--- src/rtl/ent_pkg.sv ---
package ent_pkg;
  typedef enum logic [1:0] {
    ST_IDLE = 2'd0,
    ST_DEC  = 2'd1,
    ST_PUSH = 2'd2,
    ST_VEC  = 2'd3
  } ent_st_t;
endpackage

--- src/rtl/ent_fsm.sv ---
module ent_fsm
  import ent_pkg::*;
(
  input  logic clk,
  input  logic rst,
  input  logic eoi,
  input  logic ien,
  input  logic irq,
  output logic eoi_take,
  output logic st_dec,
  output logic st_vec,
  output logic ack,
  output logic busy
);
  ent_st_t state;

  assign eoi_take = (state == ST_IDLE) && eoi;
  assign st_dec   = (state == ST_DEC);
  assign st_vec   = (state == ST_VEC);

  always_ff @(posedge clk) begin
    if (rst) begin
      state <= ST_IDLE;
      ack   <= 1'b0;
      busy  <= 1'b0;
    end else begin
      ack <= (state == ST_PUSH);
      unique case (state)
        ST_IDLE: begin
          if (eoi && ien && irq) begin
            state <= ST_DEC;
            busy  <= 1'b1;
          end
        end
        ST_DEC:  state <= ST_PUSH;
        ST_PUSH: state <= ST_VEC;
        ST_VEC: begin
          state <= ST_IDLE;
          busy  <= 1'b0;
        end
        default: state <= ST_IDLE;
      endcase
    end
  end
endmodule

--- src/rtl/ent_stack.sv ---
module ent_stack #(
  parameter int AW     = 16,
  parameter int SW     = 8,
  parameter logic [SW-1:0] SP_RST = '0
) (
  input  logic          clk,
  input  logic          rst,
  input  logic          st_dec,
  input  logic [AW-1:0] ret_pc,
  output logic [SW-1:0] sp,
  output logic          mem_we,
  output logic [SW-1:0] mem_addr,
  output logic [AW-1:0] mem_wdata
);
  logic [SW-1:0] sp_dn;
  assign sp_dn = sp - SW'(1);

  always_ff @(posedge clk) begin
    if (rst) begin
      sp        <= SP_RST;
      mem_we    <= 1'b0;
      mem_addr  <= '0;
      mem_wdata <= '0;
    end else begin
      mem_we <= st_dec;
      if (st_dec) begin
        sp        <= sp_dn;
        mem_addr  <= sp_dn;
        mem_wdata <= ret_pc;
      end
    end
  end
endmodule

--- src/rtl/ent_pcreg.sv ---
module ent_pcreg #(
  parameter int AW = 16,
  parameter logic [AW-1:0] PC_RST  = '0,
  parameter logic          IEN_RST = 1'b0
) (
  input  logic          clk,
  input  logic          rst,
  input  logic          eoi_take,
  input  logic          st_vec,
  input  logic [AW-1:0] pc_next,
  input  logic [AW-1:0] vec,
  input  logic          ien_set,
  input  logic          ien_clr,
  output logic [AW-1:0] pc,
  output logic          ien
);
  always_ff @(posedge clk) begin
    if (rst) begin
      pc  <= PC_RST;
      ien <= IEN_RST;
    end else begin
      if (st_vec)        pc <= vec;
      else if (eoi_take) pc <= pc_next;
      if (st_vec || ien_clr) ien <= 1'b0;
      else if (ien_set)      ien <= 1'b1;
    end
  end
endmodule

--- src/rtl/irq_entry_seq.sv ---
module irq_entry_seq #(
  parameter int AW = 16,
  parameter int SW = 8,
  parameter logic [AW-1:0] PC_RST  = 16'h0100,
  parameter logic [SW-1:0] SP_RST  = '0,
  parameter logic          IEN_RST = 1'b0
) (
  input  logic          clk,
  input  logic          rst,
  input  logic          eoi,
  input  logic [AW-1:0] pc_next,
  input  logic          irq,
  input  logic          ien_set,
  input  logic          ien_clr,
  input  logic [AW-1:0] vec,
  output logic [AW-1:0] pc,
  output logic [SW-1:0] sp,
  output logic          ien,
  output logic          mem_we,
  output logic [SW-1:0] mem_addr,
  output logic [AW-1:0] mem_wdata,
  output logic          int_ack,
  output logic          busy
);
  logic eoi_take, st_dec, st_vec;

  ent_fsm u_fsm (
    .clk(clk), .rst(rst), .eoi(eoi), .ien(ien), .irq(irq),
    .eoi_take(eoi_take), .st_dec(st_dec), .st_vec(st_vec),
    .ack(int_ack), .busy(busy)
  );

  ent_stack #(.AW(AW), .SW(SW), .SP_RST(SP_RST)) u_stack (
    .clk(clk), .rst(rst), .st_dec(st_dec), .ret_pc(pc),
    .sp(sp), .mem_we(mem_we), .mem_addr(mem_addr), .mem_wdata(mem_wdata)
  );

  ent_pcreg #(.AW(AW), .PC_RST(PC_RST), .IEN_RST(IEN_RST)) u_pc (
    .clk(clk), .rst(rst), .eoi_take(eoi_take), .st_vec(st_vec),
    .pc_next(pc_next), .vec(vec), .ien_set(ien_set), .ien_clr(ien_clr),
    .pc(pc), .ien(ien)
  );
endmodule

--- config.mk ---
export PLATFORM = sky130hd
export DESIGN_NAME = irq_entry_seq
export DESIGN_NICKNAME = d
export VERILOG_FILES = /design/src/rtl/ent_pkg.sv /design/src/rtl/ent_fsm.sv /design/src/rtl/ent_stack.sv /design/src/rtl/ent_pcreg.sv /design/src/rtl/irq_entry_seq.sv
export SDC_FILE = /design/constraint.sdc
export NUM_CORES = 1
export LEC_CHECK = 0
export BUFFER_PORTS_ARGS = -buffer_cell sky130_fd_sc_hd__buf_2
export CELL_PAD_IN_SITES_DETAIL_PLACEMENT = 0
export CELL_PAD_IN_SITES_GLOBAL_PLACEMENT = 1
export CORE_MARGIN = 2
export CORE_UTILIZATION = 34
export CTS_CLUSTER_DIAMETER = 40
export CTS_CLUSTER_SIZE = 28
export DETAILED_ROUTE_END_ITERATION = 6
export GPL_ROUTABILITY_DRIVEN = 0
export GPL_TIMING_DRIVEN = 0
export PLACE_DENSITY = 0.79
export SYNTH_ARGS = -nofsm -noshare
export SYNTH_HDL_FRONTEND = slang
export SYNTH_SLANG_ARGS = --single-unit
--- constraint.sdc ---
create_clock -name clk -period 1.9 [get_ports clk]
set_input_delay 0.285 -clock clk [delete_from_list [all_inputs] [get_ports clk]]
set_output_delay 0.285 -clock clk [all_outputs]
set_load 0.02 [all_outputs]
Word level (Yosys, flattened, before mapping):

Cells that the tools add are included.

* muxes and demuxes: 6
* add/sub/neg operators: 1
* eq/ne operators: 4
* reductions and logical operators: 9

Operators with widths (number)
* 2-to-1 mux 16 bit: 2
* one-hot mux 2 bit (4 select lines): 1
* subtractor 8 x 1 -> 8 bit (second input constant): 1
* equality test 2 bit (second input constant): 2
* nonzero test 2 bit: 2
* logical AND 1 bit: 3
* equality test 2 x 1 -> 1 bit (second input constant): 1
* zero test 2 bit: 1
* 2-to-1 mux 2 bit: 1
* != test 2 bit (second input constant): 1
* one-hot mux 1 bit (2 select lines): 1
* AND reduction 2 bit: 1
* OR reduction 2 bit: 1
* logical OR 1 bit: 1
* 2-to-1 mux 1 bit: 1

* flip-flop bits (word level): 46

Longest topological paths before layout:

* word-level depth: 4
* mapped depth: 6

Hierarchy:

A second synthesis with hierarchy kept.

* cell total of the unflattened synthesis: 199
* area, all modules: 2014.4 um^2

Modules (own cells, without submodules)
* ent_stack: instances 1, cells each 100, area an instance 984.7 um^2, sequential area each 500.5 um^2
* ent_pcreg: instances 1, cells each 76, area an instance 792.0 um^2, sequential area each 340.3 um^2
* ent_fsm: instances 1, cells each 23, area an instance 237.7 um^2, sequential area each 80.1 um^2

Worst setup path before layout:

OpenSTA, ideal clock, no wires.

* path type: flip-flop to flip-flop
* start point: reg u_fsm.state[1]
* end point: reg u_stack.sp[7]
* arrival: 1.622 ns
* cell stages (with the launch flop): 7
* slack: 0.158 ns
* required time: 1.779 ns
* setup time: 0.121 ns
* path buffers: 1
* cell sequence: dfxtp_1 > inv_1 > ha_1 > buf_2 > or4b_4 > nor3_2 > mux2_2

* word-level cells in the longest chain between the ends: 1

Ends and longest elaborated chain
* start, declared: RTL line ent_fsm.sv:15 `ent_st_t state;`
* start signal, assigned: RTL line ent_fsm.sv:23 `state <= ST_IDLE;`
* start signal, assigned: RTL line ent_fsm.sv:31 `state <= ST_DEC;`
* start signal, assigned: RTL line ent_fsm.sv:35 `ST_DEC: state <= ST_PUSH;`
* equality test 2 x 1 -> 1 bit: RTL line ent_fsm.sv:18 `assign st_dec = (state == ST_DEC);`
* via st_dec: RTL line irq_entry_seq.sv:25 `logic eoi_take, st_dec, st_vec;`
* end signal, assigned: RTL line ent_stack.sv:27 `sp <= sp_dn;`
* end, declared: RTL line ent_stack.sv:10 `output logic [SW-1:0] sp,`

The timed path passes the listed nets, and every way through them passes these cells.
A chain may end at the register's enable or synchronous reset.

Worst setup path after layout:

Same ends and word-level chain as after synthesis.

==> metrics.md <==
| Metric | Value |
|---|---|
| Status | `completed` |
| Clock root buffer | `clkbuf_8` |
| EDFF count, synth | `0` |
| Tmin final | `1750 ps` |
| Clock power frac | `about 17%` |
| Critical Path End Type | `register` |
| Die span in y | `~80 um` |
| Slew margin rel. | `64.4%` |
| CTS tree | `yes` |
| Clock Sinks | `46` |
| Total power | `between 3 and 4 mW` |
| Cell area power density | `1410 nW/um^2` |
| Drt initial violations | `68` |
| Clk Latency, worst-skew pair | `300 ps` |
| Sw Pwr | `1.47 mW` |
| Clk buf depth | `2` |
| Setup CP Type | `reg2reg` |
| Commonest non-fill, non-tap cell in the layout | `buf_2` |
| Logic pwr share | `44.9%` |
| LEAKAGE | `1.21 nW` |
| Final WL | `4700 um` |
| Sum of negative setup slack | `0 ps` |
| Cell variety after synth | `31` |
| Post-synth top flop | `dfxtp_1` |
| Hold Buf Count CTS | `0` |
| Clock transition at path regs | `80 ps` |
| Layout Nets | `337` |
| Final HPWL DP | `roughly 3600 um` |
| Leading cell types in the layout, fill and taps excluded | `buf_2, dfxtp_1, nor2_1` |
| Via count | `1661` |
| # setup viols final | `0` |
| Die Wd | `79.8 um` |
| Total Routing Usage GR | `15.4%` |
| TritonCTS buffer count | `5` |
| Initial antenna violation count | `0` |
| Num rows | `27` |
| Slew Limit Fails | `0` |
| Critical Path RT | `2090 ps` |
| FMAX | `572 MHz` |
| Postcts setup bufs | `0` |
| Placed insts | `358` |
| Syn nets | `between 200 and 250` |
| Largest net degree at the start of global routing | `14` |
| Peak VDD IR | `0.000538 V` |
| Hold Path Class | `in2reg` |
| GR Overflow Total | `0` |
| Final Hold Viols | `0` |
| Drt drc | `0` |
| H-tree depth | `2` |
| RSZ-0062 raised after global routing | `no` |
| Clock Skew | `4.63 ps` |
| Syn Inst Count | `197` |
| Final std cells w/o fill | `366` |
| Arrival @ worst endpoint | `1940 ps` |
| Worst-margin pin slew | `~530 ps` |
| Io pins | `90` |
| Internal power | `2.18 mW` |
| Initial Util | `35.3%` |
| Die area | `roughly 6400 sq um` |
| I/O Buffers | `~90` |
| Number of global-route vias before repair | `between 1k and 1.5k` |
| Max Cap Viol | `0` |
| Final Cycle Share | `92.0%` |
| FF+latch count, synth | `46` |
| Vias per cell | `4.54` |
| Antenna viol nets, final | `0` |
| CP Launch Type | `register` |
| ANT cells | `0` |
| Final Util | `46.6%` |
| Ratio of cells with drive above 1 in the final layout | `between 40% and 50%` |
| Ys Warns | `0` |
| Area Growth Syn to Fin | `32.2%` |
| Avg Cell Area, Syn | `9.92 sq um` |
| Crit path max fanout | `5` |
| Fraction of registers with async set/reset | `0%` |
| Cell Area, Synth | `1950 sq um` |
| Core area | `5540 sq um` |
| Drt pass-1 iters | `4` |
| Sequential share of the synthesized area | `47.1%` |
| Reg power frac | `38.3%` |
| Global-route wire length before repair | `around 7500 um` |
| Sw Share | `40.3%` |
| Wire per inst | `12.8 um` |
## power by group through the flow
| stage | sequential (mW) | combinational, mW | clock (mW) |
|---|---|---|---|
| after global routing | 1.44 | 1.79 | 0.692 |
| after detailed placement | 1.42 | 1.65 | 0 |
| after global placement | 1.42 | 1.63 | 0 |
| after CTS | 1.40 | 1.66 | 0.640 |
| final | 1.40 | 1.64 | 0.614 |
| after floorplan | 1.65 | 0.919 | 0 |
## routing by layer
metal / GRT usage, % / part of all wire, %
met1: 19.5 / 46
met2: 23.5 / 44
met3: 6.33 / 8.7
met4: 5.59 / 1.2
met5: 0 / 0
## cells by family after synthesis
logic type / count (synthesis) / synth area share [%]
DFF: 46 / 47.1
and+or+nand+nor: 55 / 13.3
adders and majority gates: 6 / 3.84
AOI/OAI and AO/OA: 29 / 10.4
buffers and inverters: 25 / 6.91
xor gates and xnor gates: 2 / 0.896
muxes: 34 / 17.5
## flip-flops by register name, summed over array words and instances, names as in the netlist
name and flops:
u_pc.pc 16, u_stack.mem_wdata 16, u_stack.sp 8, u_fsm.state 2, u_fsm.ack 1, u_fsm.busy 1, u_pc.ien 1, u_stack.mem_we 1
## per-stage QoR
| step | hold slack [ps] | setup slack [ps] | cell area, sq um |
|---|---|---|---|
| global placement | 450 | 68.9 | 2490 |
| global route | 146 | 37.7 | 2580 |
| floorplan | 364 | 158 | 1950 |
| detailed placement | 461 | 58.0 | 2490 |
| finish | 149 | 152 | 2580 |
| CTS | 138 | 43.7 | 2580 |
## final timing paths
check             slack (ps)  cells after the start                 start              endpoint
setup / recovery         150                      6        u_fsm.state[1]         u_stack.sp[7]
hold / removal           150                      2               ien_clr              u_pc.ien
setup reg to reg         150                      6        u_fsm.state[1]         u_stack.sp[7]
hold reg to reg          490                      2  u_stack.mem_wdata[8]  u_stack.mem_wdata[8]
## synthesized netlist by cell type, drive strengths merged, types with 2 or more instances
master	n	share of area, %
a211oi	17	6.5
a21oi	5	1.3
buf	17	5.4
clkbuf	4	0.77
dfxtp	46	47
ha	6	3.8
inv	4	0.77
mux2	2	1.2
mux2i	32	16
nand2	2	0.38
nand2b	2	0.64
nand3	3	0.77
nor2	36	6.9
nor2b	3	0.96
o21ai	2	0.51
or3	3	0.96
## area by class of cell
| cell class | instances | area [sq um] |
|---|---|---|
| fillers | 583 | 2960 |
| flip-flops and latches | 46 | 922 |
| multi-input cells | 126 | 898 |
| repair buffers | 89 | 445 |
| plain buffers | 21 | 121 |
| well taps | 72 | 90.1 |
| clock buffers | 7 | 86.3 |
| inverters | 4 | 15.0 |
| clock inverters | 1 | 5.00 |
## critical path, stage by stage, from the launching register on
cell     delay, ps
dfxtp_2        350
inv_2           70
ha_1           130
buf_2          130
or4b_4         500
nor3_2         130
mux2_2         340
## repair_timing
item,in CTS,in global routing
resized for setup,0,4
endpoints found under the setup margin,0,4
hold endpoints to repair,0,0
Power figures use the tool's default switching activity.
